$ cat src/rtl/lmc_pkg.sv
package lmc_pkg;
  typedef struct packed {
    logic gt;
    logic lt;
    logic eq;
  } verdict_t;
endpackage

$ cat src/rtl/lmc_word_reg.sv
module lmc_word_reg #(
  parameter int W = 8
) (
  input  logic         clk,
  input  logic         rst_n,
  input  logic         ld,
  input  logic         clr_n,
  input  logic [W-1:0] d,
  output logic [W-1:0] q
);
  logic [W-1:0] q_r, q_nxt;

  // clear outranks load
  always_comb begin
    q_nxt = q_r;
    if (!clr_n)  q_nxt = '0;
    else if (ld) q_nxt = d;
  end

  always_ff @(posedge clk or negedge rst_n) begin
    if (!rst_n) q_r <= '0;
    else        q_r <= q_nxt;
  end

  assign q = q_r;

  a_r8_clear_zero: assert property (@(posedge clk) disable iff (!rst_n)
    !clr_n |=> (q == '0));

  a_r7_word_hold: assert property (@(posedge clk) disable iff (!rst_n)
    (clr_n && !ld) |=> $stable(q));
endmodule

$ cat src/rtl/lmc_core.sv
module lmc_core
  import lmc_pkg::*;
#(
  parameter int W = 8
) (
  input  logic         unsigned_mode,
  input  logic [W-1:0] a,
  input  logic [W-1:0] b,
  input  logic         casc_gt,
  input  logic         casc_lt,
  output verdict_t     v
);
  localparam int MSB = W - 1;

  logic [W-1:0] a_k, b_k;

  // signed order equals unsigned order once the sign bits are inverted
  always_comb begin
    a_k = a;
    b_k = b;
    if (!unsigned_mode) begin
      a_k[MSB] = ~a[MSB];
      b_k[MSB] = ~b[MSB];
    end
  end

  always_comb begin
    if (a_k > b_k) begin
      v = '{gt: 1'b1, lt: 1'b0, eq: 1'b0};
    end else if (a_k < b_k) begin
      v = '{gt: 1'b0, lt: 1'b1, eq: 1'b0};
    end else begin
      v = '{gt: casc_gt, lt: casc_lt, eq: !casc_gt && !casc_lt};
    end
  end
endmodule

$ cat src/rtl/lmc_res_reg.sv
module lmc_res_reg
  import lmc_pkg::*;
(
  input  logic     clk,
  input  logic     rst_n,
  input  logic     ld,
  input  verdict_t d,
  output verdict_t q
);
  verdict_t q_r, q_nxt;

  always_comb begin
    q_nxt = q_r;
    if (ld) q_nxt = d;
  end

  always_ff @(posedge clk or negedge rst_n) begin
    if (!rst_n) q_r <= '0;
    else        q_r <= q_nxt;
  end

  assign q = q_r;

  a_r7_res_hold: assert property (@(posedge clk) disable iff (!rst_n)
    !ld |=> $stable(q));
endmodule

$ cat src/rtl/lmc_top.sv
module lmc_top
  import lmc_pkg::*;
#(
  parameter int W = 8
) (
  input  logic         clk,
  input  logic         rst_n,
  input  logic         unsigned_mode,
  input  logic [W-1:0] a_in,
  input  logic [W-1:0] b_in,
  input  logic         a_ld,
  input  logic         b_ld,
  input  logic         b_clr_n,
  input  logic         res_ld,
  input  logic         casc_gt_in,
  input  logic         casc_lt_in,
  output logic         gt_out,
  output logic         lt_out,
  output logic         eq_out
);
  logic [W-1:0] a_q, b_q;
  verdict_t     v_comb, v_q;

  lmc_word_reg #(.W(W)) u_a_reg (
    .clk(clk), .rst_n(rst_n), .ld(a_ld), .clr_n(1'b1), .d(a_in), .q(a_q)
  );

  lmc_word_reg #(.W(W)) u_b_reg (
    .clk(clk), .rst_n(rst_n), .ld(b_ld), .clr_n(b_clr_n), .d(b_in), .q(b_q)
  );

  lmc_core #(.W(W)) u_core (
    .unsigned_mode(unsigned_mode), .a(a_q), .b(b_q),
    .casc_gt(casc_gt_in), .casc_lt(casc_lt_in), .v(v_comb)
  );

  lmc_res_reg u_res (
    .clk(clk), .rst_n(rst_n), .ld(res_ld), .d(v_comb), .q(v_q)
  );

  assign gt_out = v_q.gt;
  assign lt_out = v_q.lt;
  assign eq_out = v_q.eq;

  a_r3_differ_decides: assert property (@(posedge clk) disable iff (!rst_n)
    (res_ld && (a_q != b_q)) |=> (!eq_out && (gt_out != lt_out)));

  a_r4_eq_exclusive: assert property (@(posedge clk) disable iff (!rst_n)
    eq_out |-> (!gt_out && !lt_out));

  a_r6_both_cascade: assert property (@(posedge clk) disable iff (!rst_n)
    (res_ld && (a_q == b_q) && casc_gt_in && casc_lt_in) |=> (gt_out && lt_out && !eq_out));
endmodule

$ cat config.mk
export PLATFORM = sky130hd
export DESIGN_NAME = lmc_top
export DESIGN_NICKNAME = d
export VERILOG_FILES = /design/src/rtl/lmc_pkg.sv /design/src/rtl/lmc_word_reg.sv /design/src/rtl/lmc_core.sv /design/src/rtl/lmc_res_reg.sv /design/src/rtl/lmc_top.sv
export SDC_FILE = /design/constraint.sdc
export NUM_CORES = 1
export LEC_CHECK = 0
export ABC_AREA = 1
export BUFFER_PORTS_ARGS = -buffer_cell sky130_fd_sc_hd__buf_2
export CAP_MARGIN = 20
export CORE_ASPECT_RATIO = 0.7
export CORE_MARGIN = 3
export CORE_UTILIZATION = 35
export DETAILED_ROUTE_END_ITERATION = 6
export HOLD_SLACK_MARGIN = 0.08
export SLEW_MARGIN = 20
export SYNTH_ARGS = -nofsm -noshare
export SYNTH_HDL_FRONTEND = slang
export SYNTH_SLANG_ARGS = --single-unit
export TNS_END_PERCENT = 1
$ cat constraint.sdc
create_clock -name clk -period 2 [get_ports clk]
set_clock_uncertainty 0.1 [all_clocks]
set_input_delay 0.2 -clock clk [delete_from_list [all_inputs] [get_ports clk]]
set_output_delay 0.2 -clock clk [all_outputs]
set_load 0.02 [all_outputs]
==> impl_metrics.py, run 1 <==
metrics = {
    "power": {
        "peakVddDrop_mv": 0.408,
        "leakagePower_uw": 0.000656,
        "powerDensity_mw_per_mm2": 699,
    },
    "die": {
        "die_h_um": 50.7,
        "rows": 15,
        "ioPinCount": 28,
        "fp.dieW_um": 69.8,
        "die-area_mm2": 0.00354,
        "core_mm2": 0.00259,
        "start_util": 0.385,
    },
    "synth": {
        "synthTopCellsByCount": "22 x nand2_1, 19 x dfrtp_1, 16 x inv_1",
        "yosys.cell_types.count": 19,
        "synthAdderAreaFrac": 0.0878,
        "syn-mean-instance-area_um2": 9.15,
        "synth_cells": 109,
        "synth_top_area_share": 0.477,
        "synth_edf_count": 0,
        "syn_area_um2": 997,
        "synth_xor_area_frac": 0.00878,
        "ys_seq_elements": 19,
        "synthFlopType": "dfrtp_1",
        "synth_compound_area_frac": 0.0552,
        "yosysWarnings": 0,
        "syn-num-nets": 141,
        "yosysMostFrequentCell": "nand2_1",
        "synth_top_family_by_area": "simple AND/OR/NAND/NOR gates",
        "yosysTopAreaCell": "dfrtp_1",
        "synthSimpleGateAreaFrac": 0.227,
        "async_reset_ff_frac": 1.00,
        "synth.area.top_cells": "dfrtp_1 48%, ha_1 8.8%, nand2_1 8.3%",
        "ys_seq_area_frac": 0.477,
        "synth_mux_area_frac": 0.0678,
    },
    "worst_setup_path": {
        "crit_type": "reg2reg",
        "r2r_cells": 6,
        "startpoint_type": "flip-flop",
        "reg2reg_to": "u_res.q[0]",
        "crit_family": "simple AND/OR/NAND/NOR gates",
        "worstSetupEndpointType": "flip-flop",
        "slowest_delay_ps": 380,
        "cp_max_fo": 3,
        "worstReg2RegStart": "u_a_reg.q[5]",
        "arrival_ps": 1510,
        "path_cells": "ha_1, a21oi_1, nand3b_1, nand3_2, nand3_1, nand2_1",
        "crit_buf_inv": 0,
        "crit_slowest_cell": "dfrtp_1",
        "rrSetupSlack_ps": 530,
        "cp.required_ps": 2040,
    },
    "global_routing": {
        "grt-ovfl-total": 0,
        "grt_use_total": 0.129,
        "grt_first_pass_wirelength_um": 3570,
        "grt_max_degree": 20,
        "antenna_found_initial": 0,
        "grt_pass1_vias": 793,
    },
    "run": {
        "maxCapViolCount": 0,
    },
    "min_path": {
        "hp-start": "b_in[3]",
        "hp-class": "in2reg",
        "whs_path_depth": 3,
        "hold_end": "u_b_reg.q[3]",
    },
    "clock_network": {
        "cts_htree_levels": 1,
        "worstSkewPairLatency_ps": 250,
        "ctsLongestPathBuffers": 2,
        "cts_tree": "built",
        "cts_buffers": 3,
        "cts_setup_buffers": 0,
        "cts_root_buffer": "clkbuf_8",
        "clkSlewWorstSetupHoldPaths_ps": 70,
        "clock_sink_count": 19,
    },
    "placement": {
        "gp_congestion": 0.736,
        "portBuffers": 27,
        "place_worst_setup_slack_ps": 549,
        "placed_cells": 167,
        "place_area_mm2": 0.00116,
        "hpwl_um": 1680,
    },
    "cells_and_area": {
        "insertedDiodeCount": 0,
        "area_growth_pct": 27.2,
        "final_area_mm2": 0.00127,
        "drive_gt1_frac": 0.308,
        "fin_util": 0.490,
        "fin_cells": 177,
        "fin_nets": 176,
    },
    "sta": {
        "maxSlewViolCount": 0,
        "tightest_slew_ps": 428,
        "rsz0062_at_grt": "false",
        "relSlewSlack": 0.714,
        "worst_slack_ps": 532,
        "setup_violations": 0,
        "final.min_clock_period_ps": 1470,
        "setup_tns_ps": 0,
        "hold_violations": 0,
        "finalCritPeriodShare": 0.734,
        "timing.fmax_mhz": 681,
    },
    "route": {
        "drt_first_pass_iters": 4,
        "drtIter0Drc": 28,
        "wl_um": 2080,
        "postRouteAntennaNets": 0,
        "drc": 0,
        "vias_per_cell": 4.65,
        "vias": 823,
        "wl_per_cell_um": 11.8,
    },
    "status": {
        "status": "completed",
    },
}
-- registers in the layout (all words and copies together) (netlist names) --
signal	flops
u_a_reg.q	8
u_b_reg.q	8
u_res.q	3
-- cell type report --
type	instances	area, µm²
clock buffer	3	41.3
clock inverter	1	5.00
fill	255	1320
inverter	17	63.8
multi-input combinational	70	445
sequential	19	475
tap	34	42.5
timing repair buffer	33	195
-- logic make-up (layout without fill, tap and decap cells) --
family	Yosys count	count (layout)
simple gates	45	45
fa+ha+maj	7	7
compound gates	11	11
flops	19	19
buf+inv	20	54
mux	6	6
xor+xnor	1	1
-- worst max-delay path by stage --
stage                       startpoint         end  slack (ps)  depth (start not counted)
after detailed placement  u_a_reg.q[5]  u_res.q[0]         550                          6
final                     u_a_reg.q[5]  u_res.q[0]         530                          6
after CTS                 u_a_reg.q[5]  u_res.q[0]         530                          6
after floorplan           u_a_reg.q[6]  u_res.q[1]         670                          8
after global placement    u_a_reg.q[6]  u_res.q[1]         580                          8
after global routing      u_b_reg.q[3]  u_res.q[0]         430                          8
-- power by group --
group | switching [µW] | total (µW) | leakage (µW) | internal (µW)
combinational | 107 | 195 | 0.000393 | 87.5
sequential | 16.8 | 434 | 0.000238 | 417
clock | 120 | 259 | 0.0000255 | 138
total | 244 | 887 | 0.000656 | 643
-- cell usage in the layout, fill, tap and decap left out --
master and n:
nor2_4 1, clkinv_2 1, ha_1 7, inv_1 16, dlygate4sd3_1 6, nand3_1 14
a21oi_1 2, buf_2 27, o21ai_0 9, nand3_2 2, nand3b_1 2, nand2_1 22
nor2_1 1, nand3b_2 1, nor2_2 1, xnor2_1 1, mux2_2 6, or2_2 1
inv_2 1, clkbuf_8 3, dfrtp_1 19
-- worst reg2reg max path, stage by stage, from the launching register on --
cell	delay (ps)
dfrtp_1	380
ha_1	310
a21oi_1	180
nand3b_1	150
nand3_2	100
nand3_1	90
nand2_1	50
-- per-stage QoR --
| stage | power, µW | hold slack, ps |
|---|---|---|
| 2_1_floorplan | 560 | -196 |
| 3_3_place_gp | 622 | 63.4 |
| 3_5_place_dp | 629 | 62.6 |
| 4_1_cts | 900 | 80.9 |
| 5_1_grt | 941 | 86.8 |
| 6_report | 887 | 85.9 |
-- per-layer routing --
layer  global-route usage  vias to the layer above  share of wire
li1                     -                      419              -
met1                0.179                      381           0.51
met2                0.201                       21           0.43
met3               0.0460                        2          0.061
met4              0.00955                        0         0.0034
met5                    0                        -              0
-- repair_timing --
action,4_1_cts,5_1_grt
endpoints found under the hold margin,24,0
hold buffers,6,0
resized for setup,0,0
Power figures use the tool's default switching activity.
==> run 2: changes to the inputs <==
Clock period 2 ns to 1.3 ns, I/O delays scaled along.
==> run 2 against run 1 <==
  * The run now ends with setup timing left
  * Final cell count increased by 9.6%
  * Combinational power increased by 86%
  * Global-route usage increased by 2.4 points
  * Via count increased by 6.6%
  * Worst hold slack improved by 17 ps
  * Critical path type unchanged
  * Critical endpoint unchanged
  * Largest cell class is now multi-input combinational cells
  * Highest routed layer unchanged
==> impl_metrics.py, run 2 (synthesized netlist as in run 1, its figures left out) <==
metrics = {
    "cells_and_area": {
        "layout_common_cells": "27 x buf_2, 20 x nand2_1, 19 x dlygate4sd3_1, 19 x dfrtp_1, 16 x inv_1",
        "drive_gt1_frac": 0.319,
        "fin_nets": 193,
        "multi_input_area_um2": 483,
        "final_common_cell": "buf_2",
        "insertedDiodeCount": 0,
        "nFillCells": 244,
        "final_area_mm2": 0.00147,
        "area_growth_pct": 46.9,
        "regArea_um2": 475,
        "fin_cells": 194,
    },
    "status": {
        "violations": "setup timing",
        "status": "finished with violations",
    },
    "global_routing": {
        "grt_max_degree": 20,
        "antenna_found_initial": 0,
        "grt-ovfl-total": 0,
        "grt_pass1_vias": 908,
        "grt_first_pass_wirelength_um": 4140,
        "grt_use_total": 0.153,
    },
    "sta": {
        "final.min_clock_period_ps": 1410,
        "hold_violations": 0,
        "timing.hold.ws_ps": 103,
        "relSlewSlack": 0.705,
        "timing.fmax_mhz": 709,
        "setup_violations": 3,
        "finalCritPeriodShare": 1.09,
        "maxSlewViolCount": 0,
        "worst_slack_ps": -111,
        "rsz0062_at_grt": "true",
        "tightest_slew_ps": 442,
    },
    "placement": {
        "portBuffers": 27,
        "hpwl_um": 1670,
        "place_area_mm2": 0.00119,
        "place_worst_setup_slack_ps": -134,
        "gp_congestion": 0.744,
        "placed_cells": 171,
    },
    "clock_network": {
        "cts_htree_levels": 1,
        "clock_sink_count": 19,
        "clkSlewWorstSetupHoldPaths_ps": 70,
        "cts_setup_buffers": 0,
        "cts_buffers": 3,
        "ctsLongestPathBuffers": 2,
        "worstSkewPairLatency_ps": 260,
        "cts_root_buffer": "clkbuf_8",
        "cts_tree": "built",
    },
    "worst_setup_path": {
        "path_cells": "ha_1, nand2_1, nor2_1, nand3b_2, nor2_2, nand3_1, nand2_1",
        "crit_type": "reg2reg",
        "slowest_delay_ps": 390,
        "startpoint_type": "flip-flop",
        "rrSetupSlack_ps": -110,
        "crit_slowest_cell": "dfrtp_1",
        "arrival_ps": 1510,
        "cp.required_ps": 1400,
        "crit_family": "simple AND/OR/NAND/NOR gates",
        "cpMostUsedCell": "nand2_1",
        "crit_buf_inv": 0,
        "cp_max_fo": 2,
        "worstSetupEndpointType": "flip-flop",
    },
    "route": {
        "drtIter0Drc": 40,
        "drt_first_pass_iters": 4,
        "wl_um": 2330,
        "vias": 877,
        "wl_per_cell_um": 12.0,
        "postRouteAntennaNets": 0,
        "vias_per_cell": 4.52,
        "drc": 0,
    },
    "die": {
        "core_mm2": 0.00259,
        "ioPinCount": 28,
        "rows": 15,
        "fp.dieW_um": 69.8,
        "die_h_um": 50.7,
        "die-area_mm2": 0.00354,
        "start_util": 0.385,
    },
    "power": {
        "peakVddDrop_mv": 0.558,
        "power_uw": 1450,
        "leakagePower_uw": 0.000729,
        "powerDensity_mw_per_mm2": 988,
    },
    "min_path": {
        "hp-class": "in2reg",
    },
    "run": {
        "maxCapViolCount": 0,
    },
}
==> run 2: cell types whose count changed in the layout (fill, tap and decap cells not counted), sizes merged <==
cell,previous run,this run
buf,27,31
dlygate4sd3,6,19
clkinv,1,0
clkbuf,3,4
==> run 2: power breakdown <==
group          internal [µW]  switching [µW]
sequential               642            31.5
clock                    218             195
combinational            185             177
==> run 2: area by class of cell <==
cell class              count  area share
repair buffers             50       0.243
well taps                  34      0.0290
multi-input cells          70       0.330
clock buffers               4      0.0307
flip-flops and latches     19       0.325
inverters                  17      0.0436
==> run 2: path summary, 6_finish.rpt <==
path / cells after the start / endpoint / from
worst max register to register: 7 / u_res.q[0] / u_a_reg.q[3]
min in group asynchronous: 2 / u_a_reg.q[0] / rst_n
max in group asynchronous: 2 / u_a_reg.q[4] / rst_n
worst min register to register: 2 / u_res.q[2] / u_res.q[2]
worst max-delay path: 7 / u_res.q[0] / u_a_reg.q[3]
worst min-delay path: 3 / u_b_reg.q[0] / b_clr_n
==> run 2: what timing repair did <==
item | 4_1_cts | 5_1_grt
endpoints found under the setup margin | 3 | 3
endpoints found under the hold margin | 37 | 0
pin swaps | 0 | 1
resized for setup | 3 | 2
hold buffers | 19 | 0
==> run 2: per-stage QoR <==
| step | setup TNS [ps] | util |
|---|---|---|
| 3_5_place_dp | -363 | 0.460 |
| 6_report | -315 | 0.566 |
| 5_1_grt | -671 | 0.566 |
| 3_3_place_gp | -304 | 0.460 |
| 2_1_floorplan | -51.7 | - |
| 4_1_cts | -402 | 0.560 |
==> run 2: tightest hold or removal path, stage by stage <==
cell and delay [ps]:
buf_2 160, nand3_1 80, nand2_1 50
==> run 2: layer usage <==
metal,share of wire,track usage
met2,0.44,0.246
met4,0.018,0.0573
met5,0,0
met1,0.48,0.191
met3,0.059,0.0500
==> run 3: changes to the inputs <==
Settings changed: CORE_UTILIZATION 35 to 45, PLACE_DENSITY set to 0.73.
==> run 3 against run 2 <==
  * The run still ends with setup timing left
  * Critical path depth up 3
  * Clock-buffer cell count down 1
  * Die area down 20%
  * Largest cell class unchanged
  * Routed wire length up 19%
  * Worst setup slack worse by 77 ps
  * Final area up 7.0%
  * Global-route usage up 4.5 points
  * Via count up 9.7%
  * Register-to-register slack worse by 80 ps
==> impl_metrics.py, run 3 (synthesized netlist as in run 1, its figures left out) <==
metrics = {
    "status": {
        "status": "finished with violations",
        "violations": "setup timing",
    },
    "clock_network": {
        "cts_tree": "built",
        "worstSkewPairLatency_ps": 310,
        "ctsLongestPathBuffers": 2,
        "cts_root_buffer": "clkbuf_4",
        "cts_htree_levels": 1,
        "clkSlewWorstSetupHoldPaths_ps": 110,
        "cts_buffers": 3,
        "cts_setup_buffers": 0,
        "clock_sink_count": 19,
    },
    "global_routing": {
        "grt_pass1_vias": 931,
        "grt_max_degree": 20,
        "grt-ovfl-total": 0,
        "antenna_found_initial": 0,
        "grt_first_pass_wirelength_um": 4250,
        "grt_use_total": 0.197,
    },
    "cells_and_area": {
        "area_growth_pct": 57.2,
        "nFillCells": 126,
        "final_area_mm2": 0.00157,
        "multi_input_area_um2": 586,
        "fin_nets": 195,
        "regArea_um2": 475,
        "final_common_cell": "buf_2",
        "layout_common_cells": "27 x buf_2, 22 x dlygate4sd3_1, 19 x dfrtp_1",
        "insertedDiodeCount": 0,
        "drive_gt1_frac": 0.426,
    },
    "route": {
        "drt_first_pass_iters": 4,
        "postRouteAntennaNets": 0,
        "vias_per_cell": 5.01,
        "wl_um": 2780,
        "drtIter0Drc": 35,
        "drc": 0,
        "wl_per_cell_um": 14.5,
        "vias": 962,
    },
    "sta": {
        "rsz0062_at_grt": "true",
        "timing.fmax_mhz": 672,
        "tightest_slew_ps": 441,
        "finalCritPeriodShare": 1.15,
        "relSlewSlack": 0.706,
        "final.min_clock_period_ps": 1490,
        "setup_tns_ps": -476,
        "maxSlewViolCount": 0,
        "setup_violations": 3,
        "worst_slack_ps": -189,
        "hold_violations": 0,
    },
    "worst_setup_path": {
        "crit_type": "reg2reg",
        "startpoint_type": "flip-flop",
        "worstSetupEndpointType": "flip-flop",
        "cp.required_ps": 1420,
        "arrival_ps": 1610,
        "cp_max_fo": 3,
    },
    "power": {
        "powerDensity_mw_per_mm2": 928,
        "leakagePower_uw": 0.000748,
        "peakVddDrop_mv": 0.596,
    },
    "min_path": {
        "hp-class": "in2reg",
    },
    "die": {
        "ioPinCount": 28,
        "die-area_mm2": 0.00283,
        "core_mm2": 0.00197,
        "start_util": 0.507,
        "die_h_um": 45.4,
        "rows": 13,
        "fp.dieW_um": 62.3,
    },
    "placement": {
        "portBuffers": 27,
        "place_area_mm2": 0.00118,
        "hpwl_um": 1650,
        "place_worst_setup_slack_ps": -154,
        "gp_congestion": 0.760,
    },
    "run": {
        "maxCapViolCount": 0,
    },
}
[run 3: worst max-delay path, stage by stage (launching register included)]
cell     delay [ps]
dfrtp_1         430
ha_4            300
nand2_4          60
inv_2            40
nand2_1          40
nand2_1          80
nand2_2          70
nand3_4         100
nand3_2          80
nand2_2          70
inv_2            30
[run 3: worst paths after layout]
path	from	endpoint	slack, ps	depth (start not counted)
worst max register to register	u_a_reg.q[3]	u_res.q[1]	-190	10
worst max-delay path	u_a_reg.q[3]	u_res.q[1]	-190	10
worst min register to register	u_res.q[2]	u_res.q[2]	380	2
worst min-delay path	a_ld	u_a_reg.q[7]	90	3
min in group asynchronous	rst_n	u_res.q[1]	190	2
max in group asynchronous	rst_n	u_res.q[2]	600	2
[run 3: timing repair]
action | CTS | global route
gates resized for setup | 11 | 16
endpoints found under the hold margin | 38 | 0
hold buffers | 22 | 0
pin swaps | 10 | 9
setup endpoints to repair | 3 | 3
[run 3: stage by stage]
stage | std cells | hold slack (ps) | util | total power (µW)
finish | 192 | 91.6 | 0.797 | 1450
global route | 192 | 103 | 0.797 | 1530
CTS | 192 | 85.4 | 0.757 | 1370
detailed placement | 166 | -5.78 | 0.599 | 979
global placement | 166 | -4.76 | 0.599 | 965
floorplan | 109 | -266 | - | 862
[run 3: cell type report]
class                   instances  area share
clock buffers                   3      0.0144
well taps                      30      0.0239
repair buffers                 52       0.241
clock inverters                 1     0.00319
flip-flops and latches         19       0.303
multi-input cells              70       0.374
inverters                      17      0.0407
[run 3: routing by layer]
layer / vias up / GRT usage / share of wire
li1: 459 / - / -
met1: 470 / 0.243 / 0.44
met2: 27 / 0.357 / 0.50
met3: 6 / 0.0494 / 0.047
met4: 0 / 0.0526 / 0.0068
met5: - / 0 / 0
[run 3: power by group]
| part | switching [µW] | internal, µW |
|---|---|---|
| Combinational | 232 | 236 |
| Sequential | 39.2 | 641 |
| Clock | 190 | 115 |
| Total | 462 | 993 |
